===== config.mk =====
export PLATFORM = sky130hd
export DESIGN_NAME = serial_readback
export DESIGN_NICKNAME = d
export VERILOG_FILES = /design/src/rtl/rb_pkg.sv /design/src/rtl/rb_edge_det.sv /design/src/rtl/rb_sequencer.sv /design/src/rtl/rb_bit_select.sv /design/src/rtl/serial_readback.sv
export SDC_FILE = /design/constraint.sdc
export NUM_CORES = 1
export LEC_CHECK = 0
export ABC_AREA = 1
export BUFFER_PORTS_ARGS = -buffer_cell sky130_fd_sc_hd__clkbuf_2
export CAP_MARGIN = 20
export CORE_MARGIN = 2
export CORE_UTILIZATION = 40
export CTS_CLUSTER_SIZE = 12
export DETAILED_ROUTE_END_ITERATION = 16
export GPL_ROUTABILITY_DRIVEN = 0
export GPL_TIMING_DRIVEN = 0
export HOLD_SLACK_MARGIN = 0.02
export PLACE_DENSITY = 0.68
export SYNTH_ARGS = -nofsm -noshare
export SYNTH_HDL_FRONTEND = slang
export SYNTH_SLANG_ARGS = --single-unit

===== constraint.sdc =====
create_clock -name clk -period 2.76 [get_ports clk]
set_input_delay 0.552 -clock clk [delete_from_list [all_inputs] [get_ports clk]]
set_output_delay 0.552 -clock clk [all_outputs]
set_load 0.005 [all_outputs]

===== src/rtl/rb_pkg.sv =====
package rb_pkg;

  typedef enum logic [1:0] {
    RB_IDLE = 2'd0,
    RB_WAIT = 2'd1,
    RB_SEND = 2'd2
  } rb_state_e;

  // Position in the stream -> bit index in the word, per order choice
  function automatic int unsigned pick_index(int unsigned pos, bit msb_first,
                                             int unsigned width);
    return msb_first ? (width - 1 - pos) : pos;
  endfunction

endpackage


===== src/rtl/rb_edge_det.sv =====
module rb_edge_det (
  input  logic clk,
  input  logic rst_n,
  input  logic sck,
  output logic sck_rise,
  output logic sck_fall
);
  logic sck_q;

  always_ff @(posedge clk) begin
    if (!rst_n) sck_q <= 1'b0;
    else        sck_q <= sck;
  end

  assign sck_rise = sck & ~sck_q;
  assign sck_fall = ~sck & sck_q;
endmodule


===== src/rtl/rb_sequencer.sv =====
module rb_sequencer
  import rb_pkg::*;
#(
  parameter int WORD_W = 10,
  parameter int NUM_CH = 4,
  localparam int BIT_W = $clog2(WORD_W),
  localparam int CH_W  = $clog2(NUM_CH)
) (
  input  logic             clk,
  input  logic             rst_n,
  input  logic             cs_n,
  input  logic             hdr_valid,
  input  logic             hdr_global,
  input  logic             hdr_edge,
  input  logic             hdr_msb,
  input  logic [CH_W-1:0]  hdr_addr,
  input  logic             sck_rise,
  input  logic             sck_fall,
  output logic             sending,
  output logic             shift_en,
  output logic             edge_q,
  output logic             msb_q,
  output logic [CH_W-1:0]  nxt_ch,
  output logic [BIT_W-1:0] nxt_bit
);
  localparam logic [BIT_W-1:0] LAST_BIT = BIT_W'(WORD_W - 1);
  localparam logic [CH_W-1:0]  LAST_CH  = CH_W'(NUM_CH - 1);

  rb_state_e        state_q;
  logic             skip_q, glob_q;
  logic [CH_W-1:0]  addr_q, ch_q;
  logic [BIT_W-1:0] bit_q;

  logic launch_edge, first_load, step, at_last;

  assign launch_edge = edge_q ? sck_rise : sck_fall;
  assign at_last     = (bit_q == LAST_BIT) && (!glob_q || (ch_q == LAST_CH));
  assign first_load  = (state_q == RB_WAIT) && skip_q && launch_edge;
  assign step        = (state_q == RB_SEND) && launch_edge && !at_last;
  assign shift_en    = !cs_n && !hdr_valid && (first_load || step);
  assign sending     = (state_q == RB_SEND);

  always_comb begin
    if (first_load) begin
      nxt_bit = '0;
      nxt_ch  = glob_q ? '0 : addr_q;
    end else if (bit_q == LAST_BIT) begin
      nxt_bit = '0;
      nxt_ch  = ch_q + 1'b1;
    end else begin
      nxt_bit = bit_q + 1'b1;
      nxt_ch  = ch_q;
    end
  end

  always_ff @(posedge clk) begin
    if (!rst_n) begin
      state_q <= RB_IDLE;
      skip_q  <= 1'b0;
      glob_q  <= 1'b0;
      edge_q  <= 1'b0;
      msb_q   <= 1'b0;
      addr_q  <= '0;
      ch_q    <= '0;
      bit_q   <= '0;
    end else if (cs_n) begin
      state_q <= RB_IDLE;
      skip_q  <= 1'b0;
    end else if (hdr_valid) begin
      state_q <= RB_WAIT;
      skip_q  <= 1'b0;
      glob_q  <= hdr_global;
      edge_q  <= hdr_edge;
      msb_q   <= hdr_msb;
      addr_q  <= hdr_addr;
    end else begin
      if (state_q == RB_WAIT && launch_edge) begin
        if (skip_q) state_q <= RB_SEND;
        else        skip_q  <= 1'b1;
      end
      if (shift_en) begin
        bit_q <= nxt_bit;
        ch_q  <= nxt_ch;
      end
    end
  end
endmodule


===== src/rtl/rb_bit_select.sv =====
module rb_bit_select
  import rb_pkg::*;
#(
  parameter int WORD_W = 10,
  parameter int NUM_CH = 4,
  localparam int BIT_W = $clog2(WORD_W),
  localparam int CH_W  = $clog2(NUM_CH)
) (
  input  logic [NUM_CH*WORD_W-1:0] words,
  input  logic [CH_W-1:0]          ch,
  input  logic [BIT_W-1:0]         bit_pos,
  input  logic                     msb_first,
  output logic                     bit_out
);
  logic [WORD_W-1:0] word_arr [NUM_CH];
  logic [BIT_W-1:0]  idx;

  for (genvar g = 0; g < NUM_CH; g++) begin : g_unpack
    assign word_arr[g] = words[g*WORD_W +: WORD_W];
  end

  assign idx     = BIT_W'(pick_index(int'(bit_pos), msb_first, WORD_W));
  assign bit_out = word_arr[ch][idx];
endmodule


===== src/rtl/serial_readback.sv =====
module serial_readback #(
  parameter int WORD_W = 10,
  parameter int NUM_CH = 4
) (
  input  logic                       clk,
  input  logic                       rst_n,
  input  logic                       sck,
  input  logic                       cs_n,
  input  logic                       hdr_valid,
  input  logic                       hdr_global,
  input  logic                       hdr_edge,
  input  logic                       hdr_msb,
  input  logic [$clog2(NUM_CH)-1:0]  hdr_addr,
  input  logic [NUM_CH*WORD_W-1:0]   chan_words,
  output logic                       sdo,
  output logic                       sdo_oe
);
  localparam int BIT_W = $clog2(WORD_W);
  localparam int CH_W  = $clog2(NUM_CH);

  logic             sck_rise, sck_fall;
  logic             sending, shift_en, edge_q, msb_q, sel_bit, sdo_q;
  logic [CH_W-1:0]  nxt_ch;
  logic [BIT_W-1:0] nxt_bit;

  rb_edge_det u_edge (
    .clk(clk), .rst_n(rst_n), .sck(sck),
    .sck_rise(sck_rise), .sck_fall(sck_fall)
  );

  rb_sequencer #(.WORD_W(WORD_W), .NUM_CH(NUM_CH)) u_seq (
    .clk(clk), .rst_n(rst_n), .cs_n(cs_n),
    .hdr_valid(hdr_valid), .hdr_global(hdr_global), .hdr_edge(hdr_edge),
    .hdr_msb(hdr_msb), .hdr_addr(hdr_addr),
    .sck_rise(sck_rise), .sck_fall(sck_fall),
    .sending(sending), .shift_en(shift_en), .edge_q(edge_q), .msb_q(msb_q),
    .nxt_ch(nxt_ch), .nxt_bit(nxt_bit)
  );

  rb_bit_select #(.WORD_W(WORD_W), .NUM_CH(NUM_CH)) u_sel (
    .words(chan_words), .ch(nxt_ch), .bit_pos(nxt_bit),
    .msb_first(msb_q), .bit_out(sel_bit)
  );

  always_ff @(posedge clk) begin
    if (!rst_n)        sdo_q <= 1'b0;
    else if (shift_en) sdo_q <= sel_bit;
  end

  assign sdo_oe = sending & ~cs_n;
  assign sdo    = sdo_oe & sdo_q;
endmodule


Word-level counts from Yosys, hierarchy flattened:

Cells that the tools add are included.

* add/sub/neg operators: 3
* multipliers: 0
* div/mod/pow operators: 0
* order comparisons: 2
* equality and inequality tests: 4
* shift-type cells: 0
* mux-type cells: 15
* bitwise gates (word level): 10
* reductions and logical operators: 22

Operator list (count)
* $bmux 10 s2: 1
* $mux 10: 2
* $mux 4: 3
* $logic_and 1x1->1: 8
* $mux 2: 3
* $reduce_and 2->1: 3
* $lt 4x5->1 const B: 1
* $mux 1: 5
* $not 1->1: 5
* $add 4x1->4 const B: 1
* $and 1x1->1: 4
* $bmux 1 s4: 1
* $eq 2x2->1 const B: 2
* $eq 4x4->1 const B: 1
* $logic_not 1->1: 4
* $reduce_bool 2->1: 2
* $sub 4x4->4 const A: 1
* $ge 3x3->1 const B: 1
* $not 2->3: 1
* $reduce_and 3->1: 1
* $reduce_or 3->1: 1
* $add 2x1->2 const B: 1
* $eq 2x1->1 const B: 1
* $logic_or 1x1->1: 2
* $reduce_or 2->1: 1

* register bits: 16
* latch bits: 0
* memory bits (writable): 0
* bits in read-only memories: 0
* output and inout port bits: 2
* logic and storage cells: 67
* memories kept: 0

Logic depth before layout (Yosys ltp):

Gate-level depths: netlist of the first run.

* depth after elaboration: 11
* gate-level depth with buffers: 16

Hierarchy:

From an unflattened synthesis of the first run, not the netlist that was laid out.

* cells, all modules: 243
* area, all modules: 1398.8 µm²

By module, submodules not included
* rb_sequencer: times used 1, cells each 126, area each 828.3 µm²
* rb_bit_select: times used 1, cells each 101, area each 464.2 µm²
* serial_readback: times used 1, cells each 9, area each 61.3 µm²
* rb_edge_det: times used 1, cells each 7, area each 45.0 µm²

Worst setup path after synthesis of the first run:

Ideal clock, no wire load.

* kind: input -> register
* from: input port sck
* to: register sdo_q
* library setup time: 0.066 ns
* arrival: 2.014 ns
* data required time: 2.694 ns
* setup slack: 0.679 ns
* stages on the path: 15
* buffers on the path: 1
* cells stage by stage: inv_1 nand2_1 nand2_1 nand3_2 buf_6 nand3_1 ha_1 inv_1 o21a_1 nand2_1 nor2_1 nand2_1 o21ai_2 inv_2 a21oi_2

* cells in the longest elaborated chain, start to end: 11

RTL lines
* from (decl): line serial_readback.sv:7 `input logic sck,`
* $not 1->1: line rb_edge_det.sv:16 `assign sck_fall = ~sck & sck_q;`
* $and 1x1->1: line rb_edge_det.sv:16
* $mux 1 (*): line rb_sequencer.sv:36 `assign launch_edge = edge_q ? sck_rise : sck_fall;`
* branches (longest 8 deep; another with $sub 4x4->4)
* to (signal assigned): line serial_readback.sv:47 `else if (shift_en) sdo_q <= sel_bit;`
* to (decl): line serial_readback.sv:22 `logic sending, shift_en, edge_q, msb_q, sel_bit, sdo_q;`

Every way passes the cells marked *. The select of a mux whose other input is x is not followed.
A chain may end at the register's enable or synchronous reset.

Worst setup path after layout of the first run:

Ends and elaborated chain as after synthesis.

==> results of run 1 <==
==> where the power goes <==
group          switching [W]  internal (W)  leakage (nW)  total [W]
Sequential        0.00000333      0.000237         0.130   0.000241
Clock              0.0000796     0.0000968        0.0216   0.000176
Combinational      0.0000525     0.0000495         0.917   0.000102
==> flip-flops by register name, indices dropped and copies added (netlist names) <==
signal and cells:
u_seq.bit_q 4, u_seq.addr_q 2, u_seq.ch_q 2, u_seq.state_q 2
sdo_q 1, u_edge.sck_q 1, u_seq.edge_q 1, u_seq.glob_q 1
u_seq.msb_q 1, u_seq.skip_q 1
==> metal layers <==
| metal | GRT usage | vias to the layer above | wire (µm) |
|---|---|---|---|
| li1 | - | 887 | - |
| met1 | 0.2206 | 680 | 1638 |
| met2 | 0.3209 | 47 | 1638 |
| met3 | 0.02257 | 4 | 186 |
| met4 | 0.06383 | 0 | 44 |
| met5 | 0 | - | 0 |
==> final cells by class <==
class / instances / area, µm²
plain buffers: 6 / 43.79
clock buffers: 3 / 41.29
fillers: 387 / 1773
inverters: 56 / 212.7
multi-input cells: 170 / 899.6
flip-flops and latches: 16 / 320.3
well taps: 48 / 60.06
repair buffers: 51 / 255.2
==> path summary, 6_finish.rpt <==
| path | start | end | cells past startpoint |
|---|---|---|---|
| hold / removal | u_seq.addr_q[0]$_SDFFE_PN0P_ | u_seq.addr_q[0]$_SDFFE_PN0P_ | 2 |
| hold reg to reg | u_seq.addr_q[0]$_SDFFE_PN0P_ | u_seq.addr_q[0]$_SDFFE_PN0P_ | 2 |
| setup / recovery | sck | sdo_q$_SDFFE_PN0P_ | 16 |
| setup reg to reg | u_seq.state_q[0]$_SDFFE_PP0P_ | sdo_q$_SDFFE_PN0P_ | 14 |
==> per-stage QoR <==
stage	setup WS [ps]	utilization	power, W
after global routing	321.0	0.5083	0.0005514
after floorplan	679.4	-	0.0003023
after global placement	342.3	0.4969	0.0003477
after detailed placement	326.8	0.4969	0.0003483
final	550.8	0.5083	0.0005191
after CTS	583.6	0.5083	0.0005264
==> worst min-delay path, stage by stage (launching register included) <==
cell and delay [ps]:
dfxtp_1 300, inv_1 60, a21oi_1 60
==> logic make-up (layout without fill, tap and decap cells) <==
kind of cell / after synthesis / in the layout / share of synthesized area
compound gates: 30 / 30 / 0.1127
simple gates: 132 / 132 / 0.4263
flops: 16 / 16 / 0.2170
fa+ha+maj: 4 / 4 / 0.03390
xor+xnor: 4 / 4 / 0.03645
buf+inv: 62 / 116 / 0.1737
==> cell usage after synthesis <==
cell type / count
a211oi_1: 1
a21oi_1: 13
a21oi_2: 1
and2_1: 1
buf_2: 2
buf_4: 1
buf_6: 2
clkbuf_1: 1
dfxtp_1: 16
ha_1: 4
inv_1: 53
inv_2: 2
inv_4: 1
nand2_1: 62
nand2_2: 4
nand2_4: 1
nand3_1: 37
nand3_2: 6
nand3b_1: 4
nand4_1: 2
nor2_1: 12
nor2_4: 1
nor3_1: 2
o21a_1: 1
o21ai_0: 12
o21ai_2: 1
o41ai_1: 1
xnor2_1: 1
xor2_1: 2
xor2_4: 1
==> reports/results.tsv, run 1 <==
stage	metric	value	unit
worst_setup_path	path_common_cell	nand2_1	
final_layout	finalInstanceArea	1833	µm²
global_routing	grt_use_total	0.1801	
power_and_ir_drop	ir_drop	125.1	µV
sta	hold_ws	460.5	ps
placement	dp.cells	347	
drt	via_count	1618	
sta	rsz0062_at_grt	no	
worst_setup_path	crit_type	input pin to flip-flop	
global_routing	grt_pass1_wl	6016	µm
clock_tree	clkTransAtPathRegs	60	ps
logic_synthesis	synth_top_area_cell	dfxtp_1	
global_routing	grt_pass1_vias	1408	
worst_setup_path	cp-end-kind	flip-flop	
drt	wl	3508	µm
logic_synthesis	syn_avg_cell_area	5.953	µm²
logic_synthesis	synthesis.nets	302	
clock_tree	cts_tree	built	
worst_setup_path	max_stage_delay	340	ps
final_layout	stdcell_count	350	
drt	drt_pass1_iterations	4	
drt	drc	0	
sta	finalClockSkew	3.813	ps
die	fp.dieW	64.76	µm
drt	routedWlPerCell	10.02	µm
drt	drtAntennaViolNets	0	
final_layout	fin_nets	358	
die	core	3606	µm²
placement	place_area	1792	µm²
logic_synthesis	synth_seq_cells	16	
die	die-height	64.76	µm
worst_setup_path	critPathLaunchType	input pin	
logic_synthesis	yosys-top-cells-area	dfxtp_1, nand2_1, inv_1	
final_layout	num_antenna_cells	0	
worst_setup_path	slowest_stage	ha_1	
sta	final_hold_viol_count	0	
placement	place_hpwl	2859	µm
sta	tns	0	ps
clock_tree	clk_latency	250	ps
power_and_ir_drop	cellPowerDensity	283.2	nW/µm²
die	io_pins	52	
clock_tree	cts_made_buffers	3	
sta	slew-limit-headroom	0.7263	
sta	fmax	452.7	MHz
drt	viasPerCell	4.623	
worst_setup_path	path_cells	clkbuf_2, inv_1, nand2_1, nand2_1, nand3_2, buf_6, nand3_1, ha_1, inv_1, o21a_1, nand2_1, nor2_1, nand2_1, o21ai_2, inv_2, a21oi_2	
logic_synthesis	synth_top_area_share	0.2169	
drt	drt-initial-drc-count	61	
clock_tree	cts-root-buf	clkbuf_8	
outcome	status	completed	
worst_setup_path	cp_max_fo	10	
final_layout	layout_commonest_cell	nand2_1	
worst_setup_path	critPathBufInv	5	
sta	period_needed	2209	ps
clock_tree	cts_setup_buffers	0	
logic_synthesis	synth_warnings	0	
worst_setup_path	cp_data_required_time	2950	ps
sta	slew_violations	0	
clock_tree	clk_path_buf_depth	2	
sta	setup_viol	0	
clock_tree	htreeDepth	1	
sta	fin_crit_sh	0.8004	
hold_path	hold_class	flip-flop to flip-flop	
final_layout	layout-drive-gt1-share	0.2550	
logic_synthesis	synth_cell_types	30	
global_routing	grt_overflow_total	0	
clock_tree	cts_hold_buf	0	
logic_synthesis	syn_area	1476	µm²
worst_setup_path	critical_path_arrival	2400	ps
sta	tightest_slew	410.6	ps
final_layout	synthToLayoutAreaGrowth	24.15	%
die	num_rows	22	
worst_setup_path	cp_top_family	simple AND/OR/NAND/NOR gates	
clock_tree	cts_resized	0	
final_layout	layout_common_cells	nand2_1, inv_1, clkbuf_2, nand3_1, dfxtp_1	
power_and_ir_drop	static-leakage-power	1.069	nW
run	max_cap_viol_count	0	
placement	io_buffers	51	
logic_synthesis	yosysSeqAreaShare	0.2169	
global_routing	grt_max_degree	11	
global_routing	antenna_found_initial	0	
die	start_util	0.4094	
clock_tree	cts.sinks	16	
worst_setup_path	r2r_slack	600	ps
logic_synthesis	netlist_instances	248	
die	dieArea	4193	µm²
No activity file was read; power rests on OpenSTA's default activity.
==> run 2: changes to the inputs <==
==> constraint.sdc (replaced) <==
create_clock -name clk -period 2.1 [get_ports clk]
set_input_delay 0.42 -clock clk [delete_from_list [all_inputs] [get_ports clk]]
set_output_delay 0.42 -clock clk [all_outputs]
set_load 0.005 [all_outputs]
==> run 2 against run 1 <==
- via count grew 3.1%
- largest cell class unchanged
- total power grew 32%
- register-to-register slack lost 430 ps
- highest routed layer unchanged
- critical path type is now flip-flop to flip-flop
==> reports/results.tsv, run 2 (synthesis gave the netlist of run 1 again) <==
stage	metric	value	unit	change
outcome	status	completed		unchanged
die	io_pins	52		unchanged
final_layout	synthToLayoutAreaGrowth	34.92	%	was 24.15%
worst_setup_path	critical_path_arrival	2120	ps	was 2400 ps
worst_setup_path	r2r-end	sdo_q$_SDFFE_PN0P_		unchanged
clock_tree	cts.sinks	16		unchanged
power_and_ir_drop	p_total	0.0006839	W	was 0.0005191 W
clock_tree	cts_made_buffers	3		unchanged
drt	drc	0		unchanged
global_routing	grt_pass1_vias	1425		was 1408
sta	slew-limit-headroom	0.7296		was 0.7263
sta	fmax	517.7	MHz	
sta	final_hold_viol_count	0		unchanged
clock_tree	cts_hold_buf	0		unchanged
clock_tree	clk_path_buf_depth	2		unchanged
drt	viasPerCell	4.646		was 4.623
power_and_ir_drop	cellPowerDensity	343.3	nW/µm²	was 283.2 nW/µm²
sta	finalClockSkew	4.977	ps	was 3.813 ps
global_routing	antenna_found_initial	0		unchanged
clock_tree	cts_tree	built		unchanged
power_and_ir_drop	static-leakage-power	1.117	nW	was 1.069 nW
placement	dp.cells	347		unchanged
final_layout	regMostFlops	u_seq.bit_q		unchanged
power_and_ir_drop	ir_drop	167.1	µV	was 125.1 µV
sta	slew_violations	0		unchanged
global_routing	grt_max_degree	11		unchanged
global_routing	grt_overflow_total	0		unchanged
worst_setup_path	r2r_cells	15		was 14
clock_tree	htreeDepth	1		unchanged
worst_setup_path	crit_type	flip-flop to flip-flop		was input pin to flip-flop
die	fp.dieW	64.76	µm	unchanged
final_layout	layout_common_cells	nand2_1, inv_1, clkbuf_2, nand3_1		was nand2_1, inv_1, clkbuf_2, nand3_1, dfxtp_1
final_layout	num_antenna_cells	0		unchanged
drt	drt-initial-drc-count	42		was 61
final_layout	layout-drive-gt1-share	0.3151		was 0.2550
final_layout	finalInstanceArea	1992	µm²	was 1833 µm²
placement	io_buffers	51		unchanged
final_layout	fin_nets	367		was 358
die	core	3606	µm²	unchanged
drt	wl	3748	µm	was 3508 µm
worst_setup_path	r2r_slack	170	ps	was 600 ps
worst_setup_path	cp_data_required_time	2290	ps	was 2950 ps
clock_tree	clkTransAtPathRegs	60	ps	about the same
clock_tree	cts-root-buf	clkbuf_8		unchanged
worst_setup_path	crit_start	u_seq.state_q[1]$_SDFFE_PP0P_		was sck
sta	tightest_slew	405.6	ps	was 410.6 ps
final_layout	layout_commonest_cell	nand2_1		unchanged
sta	period_needed	1932	ps	
sta	fin_crit_sh	0.9199		
die	start_util	0.4094		unchanged
placement	place_area	1792	µm²	unchanged
final_layout	stdcell_count	359		was 350
final_layout	largest_reg_flops	4		unchanged
drt	via_count	1668		was 1618
run	max_cap_viol_count	0		unchanged
worst_setup_path	critPathLaunchType	flip-flop		was input pin
drt	drt_pass1_iterations	4		unchanged
placement	place_hpwl	2859	µm	unchanged
worst_setup_path	cp_max_fo	10		unchanged
sta	hold_ws	372.0	ps	was 460.5 ps
sta	setup_viol	0		unchanged
die	dieArea	4193	µm²	unchanged
worst_setup_path	r2r-start	u_seq.state_q[1]$_SDFFE_PP0P_		was u_seq.state_q[0]$_SDFFE_PP0P_
worst_setup_path	crit_end	sdo_q$_SDFFE_PN0P_		unchanged
final_layout	fill_cells	370		was 387
clock_tree	clk_latency	250	ps	about the same
worst_setup_path	cp-end-kind	flip-flop		unchanged
die	die-height	64.76	µm	unchanged
hold_path	hold_class	input pin to flip-flop		was flip-flop to flip-flop
drt	routedWlPerCell	10.44	µm	was 10.02 µm
die	num_rows	22		unchanged
global_routing	grt_pass1_wl	6044	µm	was 6016 µm
drt	drtAntennaViolNets	0		unchanged
global_routing	grt_use_total	0.1808		was 0.1801
## run 2: layer usage
metal  up-vias  track usage  share of wire
met5         -            0              0
met1       706       0.2185           0.46
met2        54       0.3260           0.48
li1        904            -              -
met4         0      0.06383          0.011
met3         4      0.02257          0.052
## run 2: through the flow
stage	setup slack [ps]	util	TNS, ps
finish	168.3	0.5524	0
global route	-14.39	0.5524	-19.03
CTS	33.31	0.5149	0
detailed placement	-201.2	0.4969	-201.2
global placement	-185.7	0.4969	-185.7
floorplan	151.4	-	0
## run 2: where the power goes
| part | switching, W | total, W | internal, W |
|---|---|---|---|
| combinational | 0.0000705 | 0.000136 | 0.0000655 |
| sequential | 0.00000463 | 0.000315 | 0.000310 |
| clock | 0.000106 | 0.000233 | 0.000127 |
| total | 0.000181 | 0.000684 | 0.000503 |
## run 2: repair_timing
item	CTS	global route
gates resized for setup	3	17
buffers inserted	2	7
endpoints found under the setup margin	1	4
pin swaps	1	6
## run 2: area by class of cell
type | count | area [µm²] | area share
buffer | 6 | 51.30 | 0.02575
clock buffer | 3 | 41.29 | 0.02073
inverter | 56 | 212.7 | 0.1068
multi-input combinational | 170 | 962.2 | 0.4830
sequential | 16 | 329.1 | 0.1652
tap | 48 | 60.06 | 0.03015
timing repair buffer | 60 | 335.3 | 0.1683
## run 2: critical path: stages, from the launching register on
cell and delay, ps:
dfxtp_1 310, inv_2 80, nand2_2 60, nor2_4 150, nand3_4 100, buf_4 150
nand2_2 110, nand2_1 110, buf_6 170, nand2_1 50, nand3_1 90, nand3_1 110
nand3_1 90, nand3_2 70, nand3_2 100, a21oi_2 110
## run 2: worst min-delay path by stage
stage,from,endpoint,slack (ps),depth (start not counted)
2_1_floorplan,u_seq.addr_q[0]$_SDFFE_PN0P_,u_seq.addr_q[0]$_SDFFE_PN0P_,430,2
3_3_place_gp,u_seq.addr_q[0]$_SDFFE_PN0P_,u_seq.addr_q[0]$_SDFFE_PN0P_,450,2
3_5_place_dp,u_seq.addr_q[0]$_SDFFE_PN0P_,u_seq.addr_q[0]$_SDFFE_PN0P_,450,2
4_1_cts,cs_n,u_seq.state_q[0]$_SDFFE_PP0P_,380,2
5_1_grt,cs_n,u_seq.state_q[0]$_SDFFE_PP0P_,390,2
6_report,cs_n,u_seq.state_q[0]$_SDFFE_PP0P_,370,2
==> run 3: changes to the inputs <==
--- a/config.mk
+++ b/config.mk
@@ -15,7 +15,8 @@
 export GPL_ROUTABILITY_DRIVEN = 0
 export GPL_TIMING_DRIVEN = 0
 export HOLD_SLACK_MARGIN = 0.02
-export PLACE_DENSITY = 0.68
+export PLACE_DENSITY = 0.69
 export SYNTH_ARGS = -nofsm -noshare
 export SYNTH_HDL_FRONTEND = slang
+export SYNTH_HIERARCHICAL = 1
 export SYNTH_SLANG_ARGS = --single-unit
==> run 3 against run 2 <==
- cell count unchanged
- critical path type unchanged
- global-route usage rose by 1.2 points
- combinational power decreased by 4%
- count of clock-buffer cells in the layout is 1 higher
- highest routed layer unchanged
- the run now ends with setup timing left
==> reports/results.tsv, run 3 <==
stage	metric	value	unit	change
die	num_rows	21		was 22
clock_tree	cts_tree	built		unchanged
sta	fin_crit_sh	1.002		was 0.9199
clock_tree	clkTransAtPathRegs	100	ps	was 60 ps
worst_setup_path	crit_type	flip-flop to flip-flop		unchanged
logic_synthesis	yosys-top-cells-area	dfxtp_1, nand2_1, nand3_1		was dfxtp_1, nand2_1, inv_1
logic_synthesis	synth_top_family_by_area	simple AND/OR/NAND/NOR gates		unchanged
worst_setup_path	slowest_stage	dfxtp_2		was dfxtp_1
worst_setup_path	path_cells	buf_6, ha_4, xnor2_2, nor2_1, nand2_1, inv_2, inv_4, ha_4, nand2_4, o21ai_4, inv_2, nand3_2, nand3_2, nand3_2, nand2_1, inv_1, nand2_1, nand2_1, nor2_2		was inv_2, nand2_2, nor2_4, nand3_4, buf_4, nand2_2, nand2_1, buf_6, nand2_1, nand3_1, nand3_1, nand3_1, nand3_2, nand3_2, a21oi_2
die	core	3337	µm²	was 3606 µm²
logic_synthesis	synth_top_area_share	0.2290		was 0.2169
hold_path	hold_class	input pin to flip-flop		unchanged
clock_tree	cts-root-buf	clkbuf_4		was clkbuf_8
final_layout	num_antenna_cells	0		unchanged
logic_synthesis	synth-simple-area-share	0.4776		was 0.4263
clock_tree	clk_path_buf_depth	2		unchanged
worst_setup_path	cp_data_required_time	2290	ps	about the same
drt	drt-initial-drc-count	74		was 42
worst_setup_path	critPathLaunchType	flip-flop		unchanged
logic_synthesis	synth_seq_cells	16		unchanged
final_layout	layout_common_cells	nand2_1, clkbuf_2, nand3_1, nor2_1, inv_1		was nand2_1, inv_1, clkbuf_2, nand3_1
worst_setup_path	cp_max_fo	4		was 10
logic_synthesis	netlist_instances	243		was 248
die	fp.dieW	63.14	µm	was 64.76 µm
sta	setup_slack	-4.382	ps	was 168.3 ps
logic_synthesis	synth_compound_gate_area_share	0.1029		was 0.1127
drt	drtAntennaViolNets	0		unchanged
drt	viasPerCell	4.694		was 4.646
logic_synthesis	synth_top_area_cell	dfxtp_1		unchanged
sta	fmax	475.2	MHz	was 517.7 MHz
clock_tree	cts_made_buffers	3		unchanged
global_routing	grt_pass1_vias	1579		was 1425
final_layout	stdcell_count	359		unchanged
logic_synthesis	synthXorXnorAreaFrac	0.02415		was 0.03644
drt	via_count	1685		was 1668
logic_synthesis	synthesis.nets	297		was 302
sta	final_hold_viol_count	0		unchanged
global_routing	grt_use_total	0.1931		was 0.1808
logic_synthesis	synth_cell_types	28		was 30
drt	wl	3744	µm	was 3748 µm
drt	drt_pass1_iterations	4		unchanged
logic_synthesis	synthAdderAreaFrac	0.03578		was 0.03390
sta	tightest_slew	408.2	ps	was 405.6 ps
final_layout	fill_cells	360		was 370
logic_synthesis	syn_area	1399	µm²	was 1476 µm²
final_layout	synthToLayoutAreaGrowth	44.45	%	was 34.92%
global_routing	grt_overflow_total	0		unchanged
clock_tree	clk_latency	290	ps	was 250 ps
worst_setup_path	critical_path_arrival	2290	ps	was 2120 ps
logic_synthesis	ys.flop_type	dfxtp_1		unchanged
worst_setup_path	cp-end-kind	flip-flop		unchanged
clock_tree	cts.sinks	16		unchanged
sta	finalClockSkew	5.706	ps	was 4.977 ps
final_layout	layout-drive-gt1-share	0.3834		was 0.3151
die	start_util	0.4192		was 0.4094
clock_tree	htreeDepth	1		unchanged
sta	rsz0062_at_grt	yes		
run	max_cap_viol_count	0		unchanged
placement	place_hpwl	2633	µm	was 2859 µm
sta	slew_violations	0		unchanged
logic_synthesis	muxShareOfSynthArea	0		unchanged
die	die-height	63.14	µm	was 64.76 µm
worst_setup_path	path_common_cell	nand2_1		was nand3_1
power_and_ir_drop	static-leakage-power	1.057	nW	was 1.117 nW
placement	io_buffers	51		unchanged
worst_setup_path	max_stage_delay	340	ps	was 310 ps
logic_synthesis	synthTopCellsByCount	nand2_1, nand3_1, inv_1, nor2_1, dfxtp_1		was nand2_1, inv_1, nand3_1, dfxtp_1, a21oi_1
global_routing	grt_pass1_wl	6437	µm	was 6044 µm
placement	dp.cells	340		was 347
final_layout	fin_nets	368		was 367
logic_synthesis	yosysSeqAreaShare	0.2290		was 0.2169
final_layout	largest_reg_flops	4		unchanged
power_and_ir_drop	ir_drop	337.4	µV	was 167.1 µV
sta	period_needed	2104	ps	was 1932 ps
worst_setup_path	critPathBufInv	5		was 3
die	io_pins	52		unchanged
power_and_ir_drop	cellPowerDensity	324.4	nW/µm²	was 343.3 nW/µm²
logic_synthesis	syn_avg_cell_area	5.757	µm²	was 5.953 µm²
logic_synthesis	synth_warnings	6		was 0
drt	routedWlPerCell	10.43	µm	was 10.44 µm
global_routing	grt_max_degree	11		unchanged
drt	drc	0		unchanged
sta	setup_viol	1		was 0
sta	hold_ws	337.6	ps	was 372.0 ps
outcome	violations	setup timing		
die	dieArea	3986	µm²	was 4193 µm²
worst_setup_path	cp_top_family	simple AND/OR/NAND/NOR gates		unchanged
final_layout	layout_commonest_cell	nand2_1		unchanged
final_layout	regMostFlops	u_seq/bit_q		was u_seq.bit_q
global_routing	antenna_found_initial	0		unchanged
logic_synthesis	synth_edf_count	0		unchanged
outcome	status	finished, violations left		was completed
sta	slew-limit-headroom	0.7268		was 0.7296
logic_synthesis	yosysMostFrequentCell	nand2_1		unchanged
logic_synthesis	async_reset_ff_frac	0		unchanged
-- run 3: changes by cell type after synthesis, sizes merged, moves of 4 or more --
cell    previous run  this run
nand2             67        85
nand3             43        36
inv               56        30
nand3b             4         0
nor2              13        30
-- run 3: power breakdown --
| group | internal (W) | switching [W] | total [W] |
|---|---|---|---|
| combinational | 0.0000669 | 0.0000632 | 0.000130 |
| clock | 0.000106 | 0.000102 | 0.000207 |
| sequential | 0.000310 | 0.00000763 | 0.000318 |
| total | 0.000483 | 0.000173 | 0.000656 |
-- run 3: repair_timing --
action / in CTS / in global routing
cloned: 0 / 1
gates resized for setup: 28 / 18
hold endpoints to repair: 0 / 0
buffers inserted: 14 / 2
hold buffers: 0 / 0
pin swaps: 12 / 16
setup endpoints to repair: 1 / 2
-- run 3: metal layers --
layer | global-route usage | vias to the layer above | wire, µm
li1 | - | 910 | -
met1 | 0.2467 | 734 | 1836
met2 | 0.3444 | 36 | 1721
met3 | 0.01964 | 5 | 170
met4 | 0.05000 | 0 | 17
met5 | 0 | - | 0
-- run 3: final cells by class --
cell class	count	area, µm²	area share
Tap cell	46	57.56	0.02848
Sequential cell	16	327.8	0.1622
Multi-Input combinational cell	188	1031	0.5102
Timing Repair Buffer	65	364.1	0.1802
Timing Repair inverter	1	7.507	0.003715
Buffer	8	75.07	0.03715
Clock buffer	4	36.28	0.01796
Inverter	31	121.4	0.06006
-- run 3: kinds of logic (layout without fill, tap and decap cells) --
| kind of cell | count (synthesis) | count (layout) |
|---|---|---|
| AOI/OAI and AO/OA | 26 | 26 |
| and+or+nand+nor | 155 | 155 |
| adders and majority gates | 4 | 4 |
| buffers and inverters | 39 | 109 |
| xor gates and xnor gates | 3 | 3 |
| DFF | 16 | 16 |
-- run 3: worst register-to-register path, delay by kind of cell, from the launching register on --
family,cells,cell delay [ps]
xor gates and xnor gates,1,120
buffers and inverters,5,370
DFF,1,340
adders and majority gates,2,410
and+or+nand+nor,10,670
AOI/OAI and AO/OA,1,100
-- run 3: path summary, 6_finish.rpt --
path | cells past startpoint | endpoint | startpoint | slack (ps)
setup reg to reg | 19 | sdo_q$_SDFFE_PN0P_ | u_seq/bit_q[1]$_SDFFE_PN0P_ | -4
hold / removal | 3 | u_edge/sck_q$_SDFF_PN0_ | sck | 340
setup / recovery | 19 | sdo_q$_SDFFE_PN0P_ | u_seq/bit_q[1]$_SDFFE_PN0P_ | -4
hold reg to reg | 2 | u_seq/edge_q$_SDFFE_PN0P_ | u_seq/edge_q$_SDFFE_PN0P_ | 470
-- run 3: through the flow --
step / total power, W / worst slack, ps / setup TNS, ps / instance area, µm² / util
2_1_floorplan: 0.0003864 / 17.89 / 0 / 1399 / -
3_3_place_gp: 0.0004457 / -416.3 / -416.3 / 1712 / 0.5129
3_5_place_dp: 0.0004461 / -414.5 / -414.5 / 1712 / 0.5129
4_1_cts: 0.0006623 / 1.241 / 0 / 1958 / 0.5868
5_1_grt: 0.0006995 / -152.6 / -152.6 / 2021 / 0.6055
6_report: 0.0006556 / -4.382 / -4.382 / 2021 / 0.6055
